**config.mk**
```make
export PLATFORM = sky130hd
export DESIGN_NAME = ring_stop
export DESIGN_NICKNAME = d
export VERILOG_FILES = /design/src/rtl/ring_stop_pkg.sv /design/src/rtl/ring_fifo.sv /design/src/rtl/ring_slot_mux.sv /design/src/rtl/ring_capture.sv /design/src/rtl/ring_stop.sv
export SDC_FILE = /design/constraint.sdc
export NUM_CORES = 1
export LEC_CHECK = 0
export BUFFER_PORTS_ARGS = -buffer_cell sky130_fd_sc_hd__buf_2
export CORE_ASPECT_RATIO = 0.75
export CORE_MARGIN = 5
export CORE_UTILIZATION = 40
export CTS_BUF_LIST = sky130_fd_sc_hd__clkbuf_16
export CTS_CLUSTER_SIZE = 10
export DETAILED_ROUTE_END_ITERATION = 6
export GPL_ROUTABILITY_DRIVEN = 1
export PLACE_DENSITY = 0.69
export REMOVE_ABC_BUFFERS = 1
export SLEW_MARGIN = 25
export SYNTH_ARGS = -nofsm -noshare
export SYNTH_HDL_FRONTEND = slang
export SYNTH_HIERARCHICAL = 1
export SYNTH_SLANG_ARGS = --single-unit
```
**constraint.sdc**
```tcl
create_clock -name clk -period 7.9 [get_ports clk]
set_input_delay 1.975 -clock clk [delete_from_list [all_inputs] [get_ports clk]]
set_output_delay 1.975 -clock clk [all_outputs]
set_load 0.01 [all_outputs]
```
**src/rtl/ring_stop_pkg.sv**
```systemverilog
package ring_stop_pkg;

    typedef enum logic [1:0] {
        Q_EMPTY = 2'd0,
        Q_PART  = 2'd1,
        Q_FULL  = 2'd2
    } q_state_t;

    typedef enum logic [1:0] {
        ACT_PASS_EMPTY = 2'd0,
        ACT_FORWARD    = 2'd1,
        ACT_DRAIN      = 2'd2,
        ACT_INSERT     = 2'd3
    } slot_act_t;

endpackage

```
**src/rtl/ring_fifo.sv**
```systemverilog
module ring_fifo
    import ring_stop_pkg::*;
#(
    parameter int WIDTH = 8,
    parameter int DEPTH = 4
) (
    input  logic             clk,
    input  logic             rst_n,
    input  logic             push,
    input  logic [WIDTH-1:0] push_data,
    output logic             push_ready,
    input  logic             pop,
    output logic             pop_valid,
    output logic [WIDTH-1:0] pop_data
);

    localparam int PTR_W = (DEPTH > 1) ? $clog2(DEPTH) : 1;
    localparam int CNT_W = $clog2(DEPTH + 1);
    localparam logic [PTR_W-1:0] LAST_PTR = PTR_W'(DEPTH - 1);
    localparam logic [CNT_W-1:0] ONE_LEFT = CNT_W'(DEPTH - 1);

    logic [WIDTH-1:0] mem [DEPTH];
    q_state_t         state_q, state_d;
    logic [PTR_W-1:0] rd_q, wr_q;
    logic [CNT_W-1:0] cnt_q;
    logic             do_push, do_pop;

    assign do_push = push && (state_q != Q_FULL);
    assign do_pop  = pop  && (state_q != Q_EMPTY);

    always_comb begin
        state_d = state_q;
        unique case (state_q)
            Q_EMPTY: begin
                if (do_push) state_d = (DEPTH == 1) ? Q_FULL : Q_PART;
            end
            Q_PART: begin
                if (do_push && !do_pop && cnt_q == ONE_LEFT)
                    state_d = Q_FULL;
                else if (do_pop && !do_push && cnt_q == CNT_W'(1))
                    state_d = Q_EMPTY;
            end
            Q_FULL: begin
                if (do_pop) state_d = (DEPTH == 1) ? Q_EMPTY : Q_PART;
            end
            default: state_d = Q_EMPTY;
        endcase
    end

    always_ff @(posedge clk) begin
        if (!rst_n) state_q <= Q_EMPTY;
        else        state_q <= state_d;
    end

    always_ff @(posedge clk) begin
        if (!rst_n) begin
            rd_q  <= '0;
            wr_q  <= '0;
            cnt_q <= '0;
        end else begin
            if (do_push) begin
                mem[wr_q] <= push_data;
                wr_q      <= (wr_q == LAST_PTR) ? '0 : wr_q + 1'b1;
            end
            if (do_pop)
                rd_q <= (rd_q == LAST_PTR) ? '0 : rd_q + 1'b1;
            if (do_push && !do_pop)      cnt_q <= cnt_q + 1'b1;
            else if (do_pop && !do_push) cnt_q <= cnt_q - 1'b1;
        end
    end

    always_comb begin
        push_ready = (state_q != Q_FULL);
        pop_valid  = (state_q != Q_EMPTY);
        pop_data   = mem[rd_q];
    end

    // a full queue refuses writes; nothing is overwritten
    p_no_overflow_r9: assert property (@(posedge clk) disable iff (!rst_n)
        (state_q == Q_FULL && push && !pop) |=> (state_q == Q_FULL && $stable(wr_q)));

    // a waiting head entry is held stable until it is popped
    p_head_hold_r7: assert property (@(posedge clk) disable iff (!rst_n)
        (pop_valid && !pop) |=> (pop_valid && $stable(pop_data)));

endmodule

```
**src/rtl/ring_slot_mux.sv**
```systemverilog
module ring_slot_mux
    import ring_stop_pkg::*;
#(
    parameter int ID_W    = 3,
    parameter int CMD_W   = 4,
    parameter int ADDR_W  = 16,
    parameter int DATA_W  = 32,
    parameter int STOP_ID = 2
) (
    input  logic              clk,
    input  logic              rst_n,
    input  logic              in_vld,
    input  logic [ID_W-1:0]   in_src,
    input  logic [ID_W-1:0]   in_dst,
    input  logic [CMD_W-1:0]  in_cmd,
    input  logic [ADDR_W-1:0] in_addr,
    input  logic [DATA_W-1:0] in_data,
    input  logic              rx_ready,
    output logic              rx_valid,
    input  logic              tx_avail,
    input  logic [ID_W-1:0]   tx_dst,
    input  logic [CMD_W-1:0]  tx_cmd,
    input  logic [ADDR_W-1:0] tx_addr,
    input  logic [DATA_W-1:0] tx_data,
    output logic              tx_take,
    output logic              out_vld,
    output logic [ID_W-1:0]   out_src,
    output logic [ID_W-1:0]   out_dst,
    output logic [CMD_W-1:0]  out_cmd,
    output logic [ADDR_W-1:0] out_addr,
    output logic [DATA_W-1:0] out_data
);

    localparam logic [ID_W-1:0] MY_ID = ID_W'(STOP_ID);

    slot_act_t act;
    logic      for_me, consumed;

    always_comb begin
        for_me   = in_vld && (in_dst == MY_ID);
        consumed = for_me && rx_ready;
        if ((!in_vld || consumed) && tx_avail) act = ACT_INSERT;
        else if (consumed)                     act = ACT_DRAIN;
        else if (in_vld)                       act = ACT_FORWARD;
        else                                   act = ACT_PASS_EMPTY;
    end

    always_comb begin
        rx_valid = for_me;
        tx_take  = (act == ACT_INSERT);
    end

    always_ff @(posedge clk) begin
        if (!rst_n) begin
            out_vld  <= 1'b0;
            out_src  <= '0;
            out_dst  <= '0;
            out_cmd  <= '0;
            out_addr <= '0;
            out_data <= '0;
        end else begin
            unique case (act)
                ACT_INSERT: begin
                    out_vld  <= 1'b1;
                    out_src  <= MY_ID;
                    out_dst  <= tx_dst;
                    out_cmd  <= tx_cmd;
                    out_addr <= tx_addr;
                    out_data <= tx_data;
                end
                ACT_FORWARD: begin
                    out_vld  <= 1'b1;
                    out_src  <= in_src;
                    out_dst  <= in_dst;
                    out_cmd  <= in_cmd;
                    out_addr <= in_addr;
                    out_data <= in_data;
                end
                ACT_DRAIN, ACT_PASS_EMPTY: begin
                    out_vld  <= 1'b0;
                end
                default: out_vld <= 1'b0;
            endcase
        end
    end

    p_fwd_foreign_r2: assert property (@(posedge clk) disable iff (!rst_n)
        (in_vld && in_dst != MY_ID) |=>
        (out_vld && out_src == $past(in_src) && out_dst == $past(in_dst) &&
         out_cmd == $past(in_cmd) && out_addr == $past(in_addr) &&
         out_data == $past(in_data)));

    p_drain_r3: assert property (@(posedge clk) disable iff (!rst_n)
        (rx_valid && rx_ready && !tx_avail) |=> !out_vld);

    p_keep_r4: assert property (@(posedge clk) disable iff (!rst_n)
        (rx_valid && !rx_ready) |=>
        (out_vld && out_dst == MY_ID && out_data == $past(in_data)));

    p_insert_r5: assert property (@(posedge clk) disable iff (!rst_n)
        tx_take |=> (out_vld && out_src == MY_ID && out_dst == $past(tx_dst) &&
                     out_data == $past(tx_data)));

    p_reuse_r6: assert property (@(posedge clk) disable iff (!rst_n)
        (rx_valid && rx_ready && tx_avail) |-> tx_take);

endmodule

```
**src/rtl/ring_capture.sv**
```systemverilog
module ring_capture #(
    parameter int ID_W      = 3,
    parameter int CMD_W     = 4,
    parameter int ADDR_W    = 16,
    parameter int DATA_W    = 32,
    parameter int CAP_DEPTH = 4
) (
    input  logic              clk,
    input  logic              rst_n,
    input  logic              en,
    input  logic [CMD_W-1:0]  cmd_val,
    input  logic [CMD_W-1:0]  cmd_mask,
    input  logic [ID_W-1:0]   dst_val,
    input  logic [ID_W-1:0]   dst_mask,
    input  logic              in_vld,
    input  logic [ID_W-1:0]   in_src,
    input  logic [ID_W-1:0]   in_dst,
    input  logic [CMD_W-1:0]  in_cmd,
    input  logic [ADDR_W-1:0] in_addr,
    input  logic [DATA_W-1:0] in_data,
    input  logic              pop,
    output logic              valid,
    output logic [ID_W-1:0]   out_src,
    output logic [ID_W-1:0]   out_dst,
    output logic [CMD_W-1:0]  out_cmd,
    output logic [ADDR_W-1:0] out_addr,
    output logic [DATA_W-1:0] out_data
);

    localparam int MSG_W = 2 * ID_W + CMD_W + ADDR_W + DATA_W;

    logic             hit;
    logic             room;
    logic [MSG_W-1:0] head;

    always_comb begin
        hit = en && in_vld &&
              (((in_cmd ^ cmd_val) & cmd_mask) == '0) &&
              (((in_dst ^ dst_val) & dst_mask) == '0);
    end

    ring_fifo #(.WIDTH(MSG_W), .DEPTH(CAP_DEPTH)) u_buf (
        .clk        (clk),
        .rst_n      (rst_n),
        .push       (hit),
        .push_data  ({in_src, in_dst, in_cmd, in_addr, in_data}),
        .push_ready (room),
        .pop        (pop),
        .pop_valid  (valid),
        .pop_data   (head)
    );

    assign {out_src, out_dst, out_cmd, out_addr, out_data} = head;

    p_disabled_r10: assert property (@(posedge clk) disable iff (!rst_n)
        (!en && !valid) |=> !valid);

    p_full_drop_r9: assert property (@(posedge clk) disable iff (!rst_n)
        (!room && hit && !pop) |=> (valid && $stable(out_data)));

endmodule

```
**src/rtl/ring_stop.sv**
```systemverilog
module ring_stop #(
    parameter int ID_W      = 3,
    parameter int CMD_W     = 4,
    parameter int ADDR_W    = 16,
    parameter int DATA_W    = 32,
    parameter int STOP_ID   = 2,
    parameter int TXQ_DEPTH = 4,
    parameter int CAP_DEPTH = 4
) (
    input  logic              clk,
    input  logic              rst_n,
    input  logic              up_vld,
    input  logic [ID_W-1:0]   up_src,
    input  logic [ID_W-1:0]   up_dst,
    input  logic [CMD_W-1:0]  up_cmd,
    input  logic [ADDR_W-1:0] up_addr,
    input  logic [DATA_W-1:0] up_data,
    output logic              dn_vld,
    output logic [ID_W-1:0]   dn_src,
    output logic [ID_W-1:0]   dn_dst,
    output logic [CMD_W-1:0]  dn_cmd,
    output logic [ADDR_W-1:0] dn_addr,
    output logic [DATA_W-1:0] dn_data,
    input  logic              tx_valid,
    output logic              tx_ready,
    input  logic [ID_W-1:0]   tx_dst,
    input  logic [CMD_W-1:0]  tx_cmd,
    input  logic [ADDR_W-1:0] tx_addr,
    input  logic [DATA_W-1:0] tx_data,
    output logic              rx_valid,
    input  logic              rx_ready,
    output logic [ID_W-1:0]   rx_src,
    output logic [CMD_W-1:0]  rx_cmd,
    output logic [ADDR_W-1:0] rx_addr,
    output logic [DATA_W-1:0] rx_data,
    input  logic              cap_en,
    input  logic [CMD_W-1:0]  cap_cmd_val,
    input  logic [CMD_W-1:0]  cap_cmd_mask,
    input  logic [ID_W-1:0]   cap_dst_val,
    input  logic [ID_W-1:0]   cap_dst_mask,
    output logic              cap_valid,
    input  logic              cap_pop,
    output logic [ID_W-1:0]   cap_src,
    output logic [ID_W-1:0]   cap_dst,
    output logic [CMD_W-1:0]  cap_cmd,
    output logic [ADDR_W-1:0] cap_addr,
    output logic [DATA_W-1:0] cap_data
);

    localparam int TXM_W = ID_W + CMD_W + ADDR_W + DATA_W;

    logic              q_avail, q_take;
    logic [TXM_W-1:0]  q_head;
    logic [ID_W-1:0]   h_dst;
    logic [CMD_W-1:0]  h_cmd;
    logic [ADDR_W-1:0] h_addr;
    logic [DATA_W-1:0] h_data;

    ring_fifo #(.WIDTH(TXM_W), .DEPTH(TXQ_DEPTH)) u_txq (
        .clk        (clk),
        .rst_n      (rst_n),
        .push       (tx_valid),
        .push_data  ({tx_dst, tx_cmd, tx_addr, tx_data}),
        .push_ready (tx_ready),
        .pop        (q_take),
        .pop_valid  (q_avail),
        .pop_data   (q_head)
    );

    assign {h_dst, h_cmd, h_addr, h_data} = q_head;

    ring_slot_mux #(
        .ID_W(ID_W), .CMD_W(CMD_W), .ADDR_W(ADDR_W), .DATA_W(DATA_W),
        .STOP_ID(STOP_ID)
    ) u_mux (
        .clk      (clk),
        .rst_n    (rst_n),
        .in_vld   (up_vld),
        .in_src   (up_src),
        .in_dst   (up_dst),
        .in_cmd   (up_cmd),
        .in_addr  (up_addr),
        .in_data  (up_data),
        .rx_ready (rx_ready),
        .rx_valid (rx_valid),
        .tx_avail (q_avail),
        .tx_dst   (h_dst),
        .tx_cmd   (h_cmd),
        .tx_addr  (h_addr),
        .tx_data  (h_data),
        .tx_take  (q_take),
        .out_vld  (dn_vld),
        .out_src  (dn_src),
        .out_dst  (dn_dst),
        .out_cmd  (dn_cmd),
        .out_addr (dn_addr),
        .out_data (dn_data)
    );

    assign rx_src  = up_src;
    assign rx_cmd  = up_cmd;
    assign rx_addr = up_addr;
    assign rx_data = up_data;

    ring_capture #(
        .ID_W(ID_W), .CMD_W(CMD_W), .ADDR_W(ADDR_W), .DATA_W(DATA_W),
        .CAP_DEPTH(CAP_DEPTH)
    ) u_cap (
        .clk      (clk),
        .rst_n    (rst_n),
        .en       (cap_en),
        .cmd_val  (cap_cmd_val),
        .cmd_mask (cap_cmd_mask),
        .dst_val  (cap_dst_val),
        .dst_mask (cap_dst_mask),
        .in_vld   (up_vld),
        .in_src   (up_src),
        .in_dst   (up_dst),
        .in_cmd   (up_cmd),
        .in_addr  (up_addr),
        .in_data  (up_data),
        .pop      (cap_pop),
        .valid    (cap_valid),
        .out_src  (cap_src),
        .out_dst  (cap_dst),
        .out_cmd  (cap_cmd),
        .out_addr (cap_addr),
        .out_data (cap_data)
    );

endmodule

```
# [Word-level counts from Yosys, hierarchy flattened]
# Memories as Yosys holds them, arrays and structs flattened. A register that Yosys moved wholly into a read port is not among the register bits.
# Cells that the tools add are included.
# W data, S select, Z words.
[op_classes] addsub=8 muxes=37 bitwise_logic=4 n_reduce_logical=38 eq_ne=24
[ops] operator="$pmux W32 S2" count=1
[ops] operator="$mux W2" count=18
[ops] operator="$pmux W16 S2" count=1
[ops] operator="$logic_and A1 B1 Y1" count=18
[ops] operator="$eq A2 B2 Y1 const B" count=8
[ops] operator="$mux W3" count=4
[ops] operator="$pmux W2 S3" count=2
[ops] operator="$pmux W3 S2" count=2
[ops] operator="$reduce_bool A2 Y1" count=5
[ops] operator="$eq A3 B2 Y1 const B" count=3
[ops] operator="$add A2 B1 Y2 const B" count=4
[ops] operator="$ne A2 B2 Y1 const B" count=4
[ops] operator="$pmux W4 S2" count=1
[ops] operator="$mux W1" count=7
[ops] operator="$add A3 B1 Y3 const B" count=2
[ops] operator="$eq A2 B1 Y1 const B" count=3
[ops] operator="$eq A3 B1 Y1 const B" count=2
[ops] operator="$logic_not A2 Y1" count=3
[ops] operator="$reduce_and A3 Y1" count=2
[ops] operator="$sub A3 B1 Y3 const B" count=2
[ops] operator="$logic_not A1 Y1" count=5
[ops] operator="$and A4 B4 Y4" count=1
[ops] operator="$logic_not A4 Y1" count=1
[ops] operator="$ne A2 B1 Y1 const B" count=2
[ops] operator="other kinds (9)" count=10
[totals] input_bits=134 regBits=77 out_inout_bits=175 mem_bits_rw=452 wordCells=127 n_memories=2
[mem_list] name="u_cap.u_buf.mem" depth=4 width=58 rd=1 rd_clocked_by_memory_dff=1 wr=1 line="ring_fifo.sv:22" rtl="logic [WIDTH-1:0] mem [DEPTH];"
[mem_list] name="u_txq.mem" depth=4 width=55 rd=1 rd_clocked_by_memory_dff=1 wr=1 line="ring_fifo.sv:22"

# [Longest topological paths before layout]
# Gate-level depths: netlist of run 1.
[logic_depth] word_depth=13 ltp_mapped=10 mapped_depth_nobuf=9

# [By module]
# Netlist of run 1, hierarchy kept.
[by_module_without_submodules] module="ring_fifo (u_cap.u_buf)" cells_per_inst=375 n_inst=1 area_each_um2=9023.7
[by_module_without_submodules] module="ring_fifo (u_txq)" cells_per_inst=359 n_inst=1 area_each_um2=8619.5
[by_module_without_submodules] module="ring_slot_mux" cells_per_inst=332 n_inst=1 area_each_um2=2946.6
[by_module_without_submodules] module="ring_stop" cells_per_inst=55 n_inst=1 area_each_um2=412.9
[by_module_without_submodules] module="ring_capture" cells_per_inst=13 n_inst=1 area_each_um2=101.3

# [Worst setup path before layout of run 1]
# Ideal clock, no wire load.
[synth_path] path_kind="input -> register" from="in cap_cmd_val[0]" to="mem u_cap/u_buf/mem[2][0] (netlist name) (enable)" n_path_buf=0 slack_ns=3.345 cell_stages=6 required_ns=7.478 setup_ns=0.422 arrival_time_ns=4.133 path_cell_list="xor2_1 -> a22oi_1 -> and4_1 -> nand2_1 -> inv_1 -> and3_1"
[synth_between] elab_chain_cells=9
[synth_lines] item="from (decl)" line="ring_stop.sv:37" rtl="input logic [CMD_W-1:0] cap_cmd_val,"
[synth_lines] item="$xor A4 B4 Y4" line="ring_capture.sv:38" rtl="(((in_cmd ^ cmd_val) & cmd_mask) == '0) &&"
[synth_lines] item="$and A4 B4 Y4" line="ring_capture.sv:38"
[synth_lines] item="$logic_not A4 Y1" line="ring_capture.sv:38"
[synth_lines] item="$logic_and A1 B1 Y1" line="ring_capture.sv:37" rtl="hit = en && in_vld &&"
[synth_lines] item="$logic_and A1 B1 Y1" line="ring_capture.sv:38"
[synth_lines] item="via u_cap.hit" line="ring_capture.sv:32" rtl="logic hit;"
[synth_lines] item="$logic_and A1 B1 Y1" line="ring_fifo.sv:28" rtl="assign do_push = push && (state_q != Q_FULL);"
[synth_lines] item="via u_cap.u_buf.do_push" line="ring_fifo.sv:26" rtl="logic do_push, do_pop;"
[synth_lines] item="$mux W1" line="ring_fifo.sv:61" rtl="if (do_push) begin"
[synth_lines] item="$mux W1" line="ring_fifo.sv:56" rtl="if (!rst_n) begin"
[synth_lines] item="$mux W1 (implied by the code)" line="ring_fifo.sv:62" rtl="mem[wr_q] <= push_data;"
[synth_lines] item="to (decl)" line="ring_fifo.sv:22"
# The timed path passes the listed nets, and every way through them passes these cells.

==> results of run 1 <==
==> cell families (layout without fill, tap and decap cells) <==
| group | after synthesis | after routing | share of synthesized area |
|---|---|---|---|
| buf+inv | 142 | 451 | 0.0468 |
| xor+xnor | 11 | 11 | 0.00457 |
| flops | 533 | 533 | 0.720 |
| other cells | 0 | 6 | 0 |
| mux | 174 | 174 | 0.153 |
| fa+ha+maj | 22 | 22 | 0.0130 |
| compound gates | 88 | 88 | 0.0228 |
| simple gates | 164 | 164 | 0.0400 |
==> final cells by class <==
type                            instances  area share
Sequential cell                       533       0.619
Multi-Input combinational cell        459       0.203
Timing Repair Buffer                  319      0.0688
Clock buffer                           61      0.0621
Tap cell                              703      0.0358
Clock inverter                         48     0.00754
Inverter                               23     0.00351
Antenna cell                            6    0.000611
==> worst paths after layout <==
kind	endpoint	cells after the start	startpoint	slack [ns]
setup reg to reg	u_mux/out_dst[1]	4	flop	5.18
hold / removal	flop	2	u_cap/u_buf/rd_q[0]	0.49
setup / recovery	cap_addr[1]	3	flop	3.05
hold reg to reg	flop	2	u_cap/u_buf/rd_q[0]	0.49
==> cells in the final DEF, fill, tap and decap left out, types with 3 or more instances in the layout <==
cell type / count
sky130_fd_sc_hd__clkbuf_16: 61
sky130_fd_sc_hd__buf_4: 8
sky130_fd_sc_hd__mux2i_1: 6
sky130_fd_sc_hd__nor2b_1: 4
sky130_fd_sc_hd__diode_2: 6
sky130_fd_sc_hd__dfxtp_1: 77
sky130_fd_sc_hd__nand3_1: 6
sky130_fd_sc_hd__inv_1: 63
sky130_fd_sc_hd__a21oi_1: 11
sky130_fd_sc_hd__xor2_1: 9
sky130_fd_sc_hd__buf_2: 307
sky130_fd_sc_hd__nor2_1: 12
sky130_fd_sc_hd__nand2_1: 64
sky130_fd_sc_hd__ha_1: 22
sky130_fd_sc_hd__and3_4: 8
sky130_fd_sc_hd__clkinv_1: 5
sky130_fd_sc_hd__a22oi_1: 3
sky130_fd_sc_hd__edfxtp_1: 452
sky130_fd_sc_hd__mux2_2: 54
sky130_fd_sc_hd__nand4_1: 55
sky130_fd_sc_hd__mux4_2: 113
sky130_fd_sc_hd__o21ai_0: 62
sky130_fd_sc_hd__or2_2: 3
sky130_fd_sc_hd__dfxtp_4: 4
==> worst min-delay path, cell delays in order, from the launching register on <==
cell and delay [ns]:
sky130_fd_sc_hd__dfxtp_1 0.33, sky130_fd_sc_hd__nand2_1 0.06, sky130_fd_sc_hd__a21oi_1 0.06
==> routing by layer <==
metal	global-route usage	wire [um]
met5	0	67
met4	0.0365	840
met3	0.0420	3770
met2	0.254	22500
met1	0.230	20400
==> metrics by stage <==
| stage | instance area (sq um) | worst slack, ns | total power [mW] | hold slack, ns | std cells |
|---|---|---|---|---|---|
| after floorplan | 20200 | 2.75 | 3.37 | 0.463 | 1015 |
| after global placement | 22800 | 3.04 | 3.55 | 0.465 | 2033 |
| after detailed placement | 22800 | 3.11 | 3.57 | 0.477 | 2033 |
| after CTS | 24500 | 2.92 | 5.99 | 0.492 | 2142 |
| after global routing | 24600 | 2.81 | 6.15 | 0.526 | 2147 |
| final | 24600 | 3.05 | 5.92 | 0.493 | 2152 |
==> flip-flops by register name, indices dropped and copies added (netlist names), 3 cells and up, named ones only <==
register,flops
u_mux/out_data,32
u_txq/cnt_q,3
u_mux/out_dst,3
u_mux/out_cmd,4
u_mux/out_addr,16
u_txq/mem,220
u_cap/u_buf/cnt_q,3
u_cap/u_buf/mem,232
u_mux/out_src,3
==> power by group <==
group          switching, mW  internal, mW  total, mW  leakage [nW]
Sequential            0.0324          3.11       3.14          4.75
Combinational          0.205         0.160      0.365          2.87
Clock                   1.04          1.37       2.41         0.995
==> out/summary.md, run 1 <==
The flow ran to the end, and the final reports show no timing, DRC or antenna violations. For the via count of the first global-routing pass, the log shows 11300. For this run, design rule violations remaining after detail routing come to 0. The share of the clock period used by the worst path came out at 0.613. The number of clock buffers added by TritonCTS is 60. The average wire per standard cell works out to 22.1 um. The required time of the critical path is 5.93 ns, and the total core area is 51900 sq um. The logs give 0 for the post-CTS repair timing setup buffer count and 0 for the total count of hold-check failures in the final report. Most repeated cell in the gate-level netlist after synthesis: sky130_fd_sc_hd__edfxtp_1. At the pin with the least slew margin, the transition time is 1.05 ns.

TritonCTS built the clock tree. Compared with the post-synthesis result, the final layout area differs by 16.4%. For this block, the initial DRC count from the detailed router was 833.

The tree built by TritonCTS fans out to 533 sinks. The post-synthesis register bit count was 533. After synthesis, the cell types taking the most area are sky130_fd_sc_hd__edfxtp_1, sky130_fd_sc_hd__mux4_2, sky130_fd_sc_hd__dfxtp_1.

The worst max-slew margin expressed relative to the limit is 0.300. The count of final setup violators was 0. The run gives 2.87 ns as the critical path data arrival time. Mean cell area of the mapped netlist: 18.6 sq um.

The family with the most delay on the worst path is buffers and inverters. The number of warnings printed during yosys synthesis came out at 6. The run gives 44 as the count of unique library cells instantiated by Yosys. For this run, the post-layout net count is 1552. Clock-pin slew was measured on the worst setup and hold paths at 0.06 ns.

Gates resized during post-CTS repair numbered 0. The top fanout value on the critical path is 30. The post-cts hold buffer count is 0, and the setup skew after layout is 0.0164 ns. The commonest cells after synthesis are sky130_fd_sc_hd__edfxtp_1, sky130_fd_sc_hd__mux4_2, sky130_fd_sc_hd__dfxtp_1.

The cell chosen for the clock root is sky130_fd_sc_hd__clkbuf_16. CTS built an H-tree with a depth of 2. The remaining global-route overflow is 0. The maximum number of pins on one net before global-route repair is 68.

Die area: 57500 sq um. The largest area contributor in the synthesized netlist is sky130_fd_sc_hd__edfxtp_1. Summed over all layers, the routed wires come to 47.6 mm. Summing all flip-flop and latch instances after layout gives 15200 sq um. Final number of max-transition violations: 0.

Across the VDD grid, the largest voltage drop is 0.175 mV. The tools report the total I/O pin count as 309. Number of synthesized flops with an enable pin: 452. Category of the critical setup timing path: reg2out.

The ratio of cells with drive above 1 in the final layout came out at 0.394. Traced cell by cell, the critical path runs through buf_4, mux4_2, buf_2. For the final routed database, the setup TNS stands at 0 ns. Before antenna repair, the detailed router went through 5 iterations. Setup repair after global routing left no endpoint under its margin.

The initial antenna violation count was 10. STA classifies the critical path endpoint as an output port. The run gives 21100 sq um as the mapped cell area.

Across the run, the number of max-cap violations was 0. Dividing the detail-routed via count by the number of cells gives 5.20. The run gives 0.59 ns as the clock insertion delay at the later pin of the skew report. The logs give 0.407 for the starting density of the core and 70.7 mm for the wire length of the first global-routing pass.

The smallest clock period supported by the final layout is computed as 4.85 ns. For this design the ratio of total power to cell area is 241 nW/um^2. In this run the remaining antenna-violating nets after routing total 0.

The logs give 0.162 for the overall routing resource usage and 0.474 for the final core utilization. The startpoint type of the worst setup path was a flop. The largest single stage delay on the critical path is 0.80 ns. The highest clock frequency the design can meet is 206 MHz.

The multi-input combinational cells in the finished layout cover a total of 4980 sq um. The y dimension of the die came out at 209 um. The classification of the worst-slack hold path is reg2reg. At the end of routability-driven placement, the weighted congestion stood at 0.727. The run gives 27.6 mm as the half-perimeter wire length of the detailed placement result. After technology mapping, the gate count stands at 1134. The tools report the leakage power as 8.62 nW. The via count of the routed design was 11200. The slowest stage of the critical path is the sky130_fd_sc_hd__dfxtp_4 cell. The number of rows in the core area was 72; the critical path buffer and inverter count was 2. The share of flip-flops with an asynchronous set or reset was 0. The filler cells instantiated in the layout total 4408. Port buffering added 308 buffers.

The horizontal die dimension is 275 um, and the number of buffers on the longest clock path is 3. The area fraction of the dominant cell type after synthesis is 0.643. For this run, the leading register cell type out of synthesis is sky130_fd_sc_hd__edfxtp_1. The run gives 0.720 as the portion of the post-synthesis area used by sequential elements.
(Power assumes the default switching activity.)
==> run 2, diff against run 1 <==
- clock period: 7.9 -> 4.6 ns (I/O delays scaled with it)
==> run 2 against run 1 <==
Routed wire length is 3.9% higher. Count of clock-buffer cells in the layout stayed put. Clock skew is 0.0012 ns higher. Combinational power is 72% higher. Global-route usage is 0.80 points higher.
==> out/summary.md, run 2 (synthesis results as in run 1) <==
The worst setup path is launched from a flop. TritonCTS built the clock tree. The HPWL after detailed placement is 30.0 mm. For this design, the sink count on the clock tree is 533. The number of flip-flops in the largest register is 232. Leaving out fill and tap cells, the most frequent cell in the layout is sky130_fd_sc_hd__edfxtp_1.

The horizontal die dimension is 275 um. The starting density of the core came out at 0.407. The via count of the routed design is 11300. For the number of buffers on the longest clock path, the log shows 3.

The most flop-heavy register was u_cap/u_buf/mem. The run gives 0 as the reported max-cap violation count. Entering global routing, the biggest net connects 61 pins. The mean number of vias per cell works out to 5.26.

The number of port buffers was 308. Prior to clock tree synthesis, the placed netlist has a worst setup slack of 1.04 ns. Setup repair after global routing left no endpoint under its margin.

The register clock-pin slew on the reported worst setup and hold paths works out to 0.06 ns. In the final layout, the registers with the most flip-flops are u_cap/u_buf/mem x232, u_txq/mem x220, u_mux/out_data x32. Static timing analysis puts the maximum clock frequency at 279 MHz. The analysis attributes to cell leakage a power of 8.65 nW. After filler insertion, the fill cell instance count of the layout stands at 4420. Slew at the pin closest to its max-slew limit: 1.05 ns. The run finished with clean final reports. The number of rows in the core area is 72. For this run, the post-layout net count is 1555.

The first global-routing pass estimated 74.5 mm of wire. The kind of end point of the critical path is an output port. The die area was 57500 sq um.

In the final timing run, aggregate negative setup slack is 0 ns. The final layout contains routed wiring with a total length of 49.4 mm. The share of the clock period used by the worst path was 0.778. The run gives 0.297 as the worst max-slew margin expressed relative to the limit. The top fanout value on the critical path was 25; the final period demand of the worst path was 3.58 ns. The critical path is of the reg2out type. After the first detailed-routing iteration, the DRC count stood at 1025. Leaving out fill and tap cells, the most frequent cells in the layout are sky130_fd_sc_hd__edfxtp_1, sky130_fd_sc_hd__buf_2, sky130_fd_sc_hd__mux4_2, sky130_fd_sc_hd__dfxtp_1.

The tools report the peak supply drop as 0.320 mV. Data on the critical path is required at its endpoint by 3.45 ns. 309 I/O pins were placed. From synthesis to final layout, the design area changed by 16.7%. The tools report the initial antenna violation count as 10. The count of TritonRoute iterations in the first routing pass is 6. The worst hold path belongs to the class reg2reg. Once the clock tree was built, the resizer swapped 0 gates to a different size. The clock tree synthesis step divided the H-tree into 2 levels. Buffers added to address setup during post-CTS repair amount to 0.

The total core area is 51900 sq um, and the post-layout worst setup margin is 1.02 ns. In the routed design, unresolved DRC markers number 0. Between clock sinks in the finished design, the worst skew comes to 0.0176 ns. The clock insertion delay at the later pin of the skew report came out at 0.59 ns. The ratio of cells with drive above 1 in the final layout was 0.395; the number of nets with antenna violations after detailed routing was 0. The tools report the overall routing resource usage as 0.170.

The TritonCTS buffer count is 60, and the post-cts hold buffer count is 0. The final number of max-transition violations was 0. The via count of the first global-routing pass is 11900, and the critical path data arrival time is 2.43 ns. The count of final setup violators is 0, and the remaining global-route overflow is 0. For this design the ratio of total power to cell area is 415 nW/um^2. The tools report the total count of hold-check failures in the final report as 0. The die is 209 um tall. The average wire per standard cell was 22.9 um. The congestion estimate from routability-driven global placement came to 0.710. In this run the clock root is driven by a sky130_fd_sc_hd__clkbuf_16.
-- run 2: worst max-delay path, stage by stage (launching register included) --
cell,delay (ns)
sky130_fd_sc_hd__dfxtp_4,0.72
sky130_fd_sc_hd__buf_4,0.36
sky130_fd_sc_hd__mux4_2,0.58
sky130_fd_sc_hd__buf_2,0.17
-- run 2: report_power, final --
part / internal, mW / switching [mW]
sequential: 5.35 / 0.0560
combinational: 0.271 / 0.356
clock: 2.41 / 1.78
-- run 2: per-layer routing --
layer,vias up,part of all wire,track usage
li1,5006,-,-
met1,5821,0.44,0.245
met2,417,0.46,0.264
met3,78,0.079,0.0391
met4,10,0.021,0.0441
met5,-,0.0012,0
-- run 2: metrics by stage --
stage / power [mW] / std cells / utilization / instance area (sq um) / hold WS, ns
finish: 10.2 / 2156 / 0.475 / 24600 / 0.488
global placement: 6.11 / 2039 / 0.441 / 22900 / 0.462
CTS: 10.4 / 2151 / 0.474 / 24600 / 0.490
global route: 10.7 / 2153 / 0.475 / 24600 / 0.521
detailed placement: 6.14 / 2039 / 0.441 / 22900 / 0.479
floorplan: 5.79 / 1015 / - / 20200 / 0.463
-- run 2: worst paths after layout --
kind | endpoint | slack [ns] | start | cells after the start
worst max-delay path | cap_data[30] | 1.02 | flop | 3
worst min-delay path | flop | 0.49 | u_cap/u_buf/rd_q[0] | 2
worst max register to register | u_txq/cnt_q[2] | 2.02 | u_txq/state_q[1] | 7
worst min register to register | flop | 0.49 | u_cap/u_buf/rd_q[0] | 2
-- run 2: cell type report --
class                   instances  area, sq um  area share
flip-flops and latches        533        15200       0.617
multi-input cells             459         4980       0.202
repair buffers                322         1720      0.0700
clock buffers                  61         1530      0.0620
well taps                     703          880      0.0357
clock inverters                51          219     0.00889
inverters                      23         86.3     0.00350
diodes                          4         10.0    0.000406
==> run 3, diff against run 2 <==
- ABC_AREA: not set -> 1
- PLACE_DENSITY: 0.69 -> 0.71
- clock period: 4.6 -> 3.1 ns (I/O delays scaled with it)
==> run 3 against run 2 <==
Non-clock buffer count grew 29. Critical path depth rose by 1. Sequential share of layout area down 2.8 points. Largest cell class unchanged. First-iteration DRC count grew 43%. Count of clock-buffer cells in the layout fell by 1. Synthesized cell count grew 73%. Register-to-register slack lost 1.1 ns. Area after synthesis increased by 4.0%. Combinational power rose to 2.7 times the previous value. Largest power group unchanged. Clock power grew 47%. Design area rose by 4.7%. Worst setup slack worse by 0.90 ns.
==> out/summary.md, run 3 <==
Counting along the longest clock path gives a buffer depth of 3. The wire length of the first global-routing pass came out at 89.1 mm. The worst setup path is launched from a flop. The run gives 2.32 ns as the required time of the critical path. The critical path in this run is classified as reg2out. The die area was 59700 sq um. The analysis attributes to net switching a power of 3.91 mW. The share of flip-flops with an asynchronous set or reset is 0. The overall routing resource usage is 0.196, and the portion of total power attributed to combinational logic is 0.108.

The most used flip-flop cell after synthesis was sky130_fd_sc_hd__edfxtp_1. The synthesized design contains 452 enable-type register cells. The area fraction of the dominant cell type after synthesis was 0.618; the clock group share of total power was 0.387. The area of the multi-input gates came out at 5170 sq um. In the post-synthesis netlist, the cell with the most instances is sky130_fd_sc_hd__edfxtp_1. Clock tree synthesis inserted a total of 60 buffers. The library cells used most frequently in the layout, excluding fill and tap cells, are sky130_fd_sc_hd__edfxtp_1, sky130_fd_sc_hd__nor2_1, sky130_fd_sc_hd__buf_2, sky130_fd_sc_hd__inv_1, sky130_fd_sc_hd__nand2_1.

Registers take 15200 sq um. The XOR/XNOR share of the synthesized area was 0.000798. OpenSTA, run right after detailed placement, puts the worst setup slack at 0.304 ns. The register with the most flip-flops in the layout has 232 of them.

In the final routed layout, each cell accounts on average for 20.3 um. The final number of max-transition violations is 0, and the mapped cell area is 22000 sq um. The library cell used most frequently in the layout, excluding fill and tap cells, is sky130_fd_sc_hd__edfxtp_1. The routing usage on met2 is 0.322, and the total count of hold-check failures in the final report is 0. Starting density of the core: 0.403.

After detailed placement, the total cell area comes to 24000 sq um. The largest total area in the synthesized netlist belongs to sky130_fd_sc_hd__edfxtp_1. The complex-gate fraction of the synthesized area works out to 0.0919. The critical path data arrival time was 2.20 ns. The flow ran to the end, and the final reports show no timing, DRC or antenna violations. The via count of the routed design came out at 15300.

The worst path needs 2.98 ns of the cycle, external delays included. The final core utilization was 0.474; the via count of the first global-routing pass was 14800. Power spread over the standard cell area amounts to 615 nW/um^2.

Yosys printed 6 warnings. For this run, the post-layout net count is 2369. In this run the clock root is driven by a sky130_fd_sc_hd__clkbuf_16.

Once detailed placement completed, the half-perimeter wirelength came to 38.4 mm. After synthesis, the cell types taking the most area are sky130_fd_sc_hd__edfxtp_1, sky130_fd_sc_hd__dfxtp_1, sky130_fd_sc_hd__nor2_1. Relative to the synthesized area, the layout overhead comes to 17.4%. The post-cts hold buffer count came out at 0. The met1 track utilization from global routing came out at 0.268. The top fanout value on the critical path is 116, and the count of final setup violators is 0. The number of port buffers is 308. The ratio of cells with drive above 1 in the final layout is 0.199. The global-route met3 utilization came out at 0.0395.

With fillers left out, the area of the finished cells amounts to 25800 sq um. For this block, the initial DRC count from the detailed router was 1467. Max-cap violations in this run came to 0.

The tools report the portion of the post-synthesis area used by sequential elements as 0.692. The run gives 0 as the remaining global-route overflow. Classification of the worst-slack hold path: in2reg. After synthesis, the largest family of logic cells by area is simple AND/OR/NAND/NOR gates.

The floorplan step set the die height to 213 um. From left edge to right edge, the die measures 281 um. The worst setup path is captured at an output port. The tightest hold path in the finished design has a slack of 0.377 ns. The tools report the count of unique library cells instantiated by Yosys as 28.

The post-synthesis mux area share is 0. The simple-gate portion of the synthesized area works out to 0.126. The run gives 1960 as the number of standard cells after synthesis. In the final layout, the registers with the most flip-flops are u_cap/u_buf/mem x232, u_txq/mem x220, u_mux/out_data x32. The power share of the sequential group is 0.505. The worst max-slew margin expressed relative to the limit came out at 0.414.

The highest clock frequency the design can meet was 336 MHz. After synthesis, the most frequently instantiated cells are sky130_fd_sc_hd__edfxtp_1, sky130_fd_sc_hd__nor2_1, sky130_fd_sc_hd__nand2_1. Once routing completed, OpenROAD measured the worst setup slack at 0.124 ns. The number of rows in the core area was 74; the clock insertion delay at the later pin of the skew report was 0.61 ns. In this run the standard cell core region covers 54400 sq um. The switching power as a share of total power was 0.247; the share of the clock period used by the worst path was 0.960.

309 I/O pins were placed. The area share of fa/ha/maj cells after synthesis is 0.0125, and the maximum number of pins on one net before global-route repair is 117. In this run, synthesis produced a sequential element count of 533. CTS built an H-tree with a depth of 2. In this run the static leakage power is 10.3 nW.

Counting the fill cells in the layout gives 4903. For the pin with the worst max-slew slack, the measured transition is 0.879 ns. The peak supply drop was 0.431 mV. The register with the most flip-flops in the final layout is u_cap/u_buf/mem. The logs give 60.6 mm for the total routed wirelength and 0 for the number of nets with antenna violations after detailed routing. The remaining routing DRC violations was 0. Initial antenna violation count: 9. The first TritonRoute pass finished after 5 iterations. The weighted congestion reported at the end of routability-driven placement is 0.797, and the setup skew after layout is 0.0180 ns. Using the TritonRoute via totals, the vias-per-cell ratio works out to 5.14. After global routing, the most crowded layer is met2.

The number of clock sinks came out at 533. The internal portion of the total power is 11.9 mW. The mean cell area of the mapped netlist was 11.2 sq um.

The register clock-pin slew on the reported worst setup and hold paths is 0.06 ns. TritonCTS built the clock tree.
## run 3: changes by cell type in the layout (fill, tap and decap cells not counted), sizes merged, moves of 6 or more
cell   before  now
nor2       12  430
o21ai      64  243
inv        66  210
nand2      64  199
mux4      113    0
o22ai       0  113
nand3       6   74
mux2       55    0
nand4      55    0
buf       322  351
xor2        9    0
and3        8    0
mux2i       6    0
## run 3: cells by family (layout without fill, tap and decap cells)
kind of cell	Yosys count	after routing
adders and majority gates	22	22
DFF	533	533
xor gates and xnor gates	2	2
and+or+nand+nor	704	704
buffers and inverters	325	629
AOI/OAI and AO/OA	374	374
other	0	1
## run 3: repair_timing
action	in CTS	in global routing
endpoints found under the setup margin	3	5
setup buffers	0	0
gates resized for setup	1	4
endpoints found under the hold margin	0	0
pin swaps	0	0
## run 3: final timing paths
| kind | cells after the start | from | slack, ns | end |
|---|---|---|---|---|
| setup / recovery | 4 | flop | 0.12 | cap_data[24] |
| hold / removal | 1 | tx_addr[8] | 0.38 | u_txq/mem[0][40] |
| setup reg to reg | 7 | u_txq/state_q[0] | 0.91 | u_txq/mem[2][34] |
| hold reg to reg | 2 | u_mux/out_src[0] | 0.49 | u_mux/out_src[0] |
## run 3: stage by stage
| stage | power [mW] | TNS (ns) | instances |
|---|---|---|---|
| floorplan | 8.97 | -547.33 | 1800 |
| global placement | 9.81 | 0 | 2873 |
| detailed placement | 9.87 | 0 | 2873 |
| CTS | 16.0 | 0 | 2986 |
| global route | 16.5 | -0.00115 | 2986 |
| finish | 15.9 | 0 | 2987 |
## run 3: per-layer routing
metal / up-vias / routed length (um) / part of all wire
met2: 597 / 28700 / 0.47
li1: 7186 / - / -
met1: 7461 / 25500 / 0.42
met3: 91 / 4990 / 0.082
met5: - / 76 / 0.0013
met4: 12 / 1280 / 0.021
## run 3: area by class of cell
cell class / instances / share of cell area
inverter: 165 / 0.0245
tap: 722 / 0.0350
timing repair buffer: 351 / 0.0837
clock buffer: 60 / 0.0582
multi-input combinational: 1102 / 0.200
clock inverter: 53 / 0.00844
sequential: 533 / 0.590
antenna: 1 / 0.0000970
## run 3: critical path, cell delays in order, from the launching register on
cell,delay (ns)
sky130_fd_sc_hd__dfxtp_4,0.39
sky130_fd_sc_hd__buf_16,0.34
sky130_fd_sc_hd__o21ai_0,0.16
sky130_fd_sc_hd__o22ai_1,0.44
sky130_fd_sc_hd__buf_2,0.23
## run 3: power by group through the flow
stage               Sequential [mW]  Combinational (mW)  Clock, mW
floorplan                      8.23               0.743          0
global placement               8.15                1.66          0
detailed placement             8.16                1.71          0
CTS                            8.01                1.72       6.30
global route                   8.02                1.88       6.61
finish                         8.01                1.71       6.14
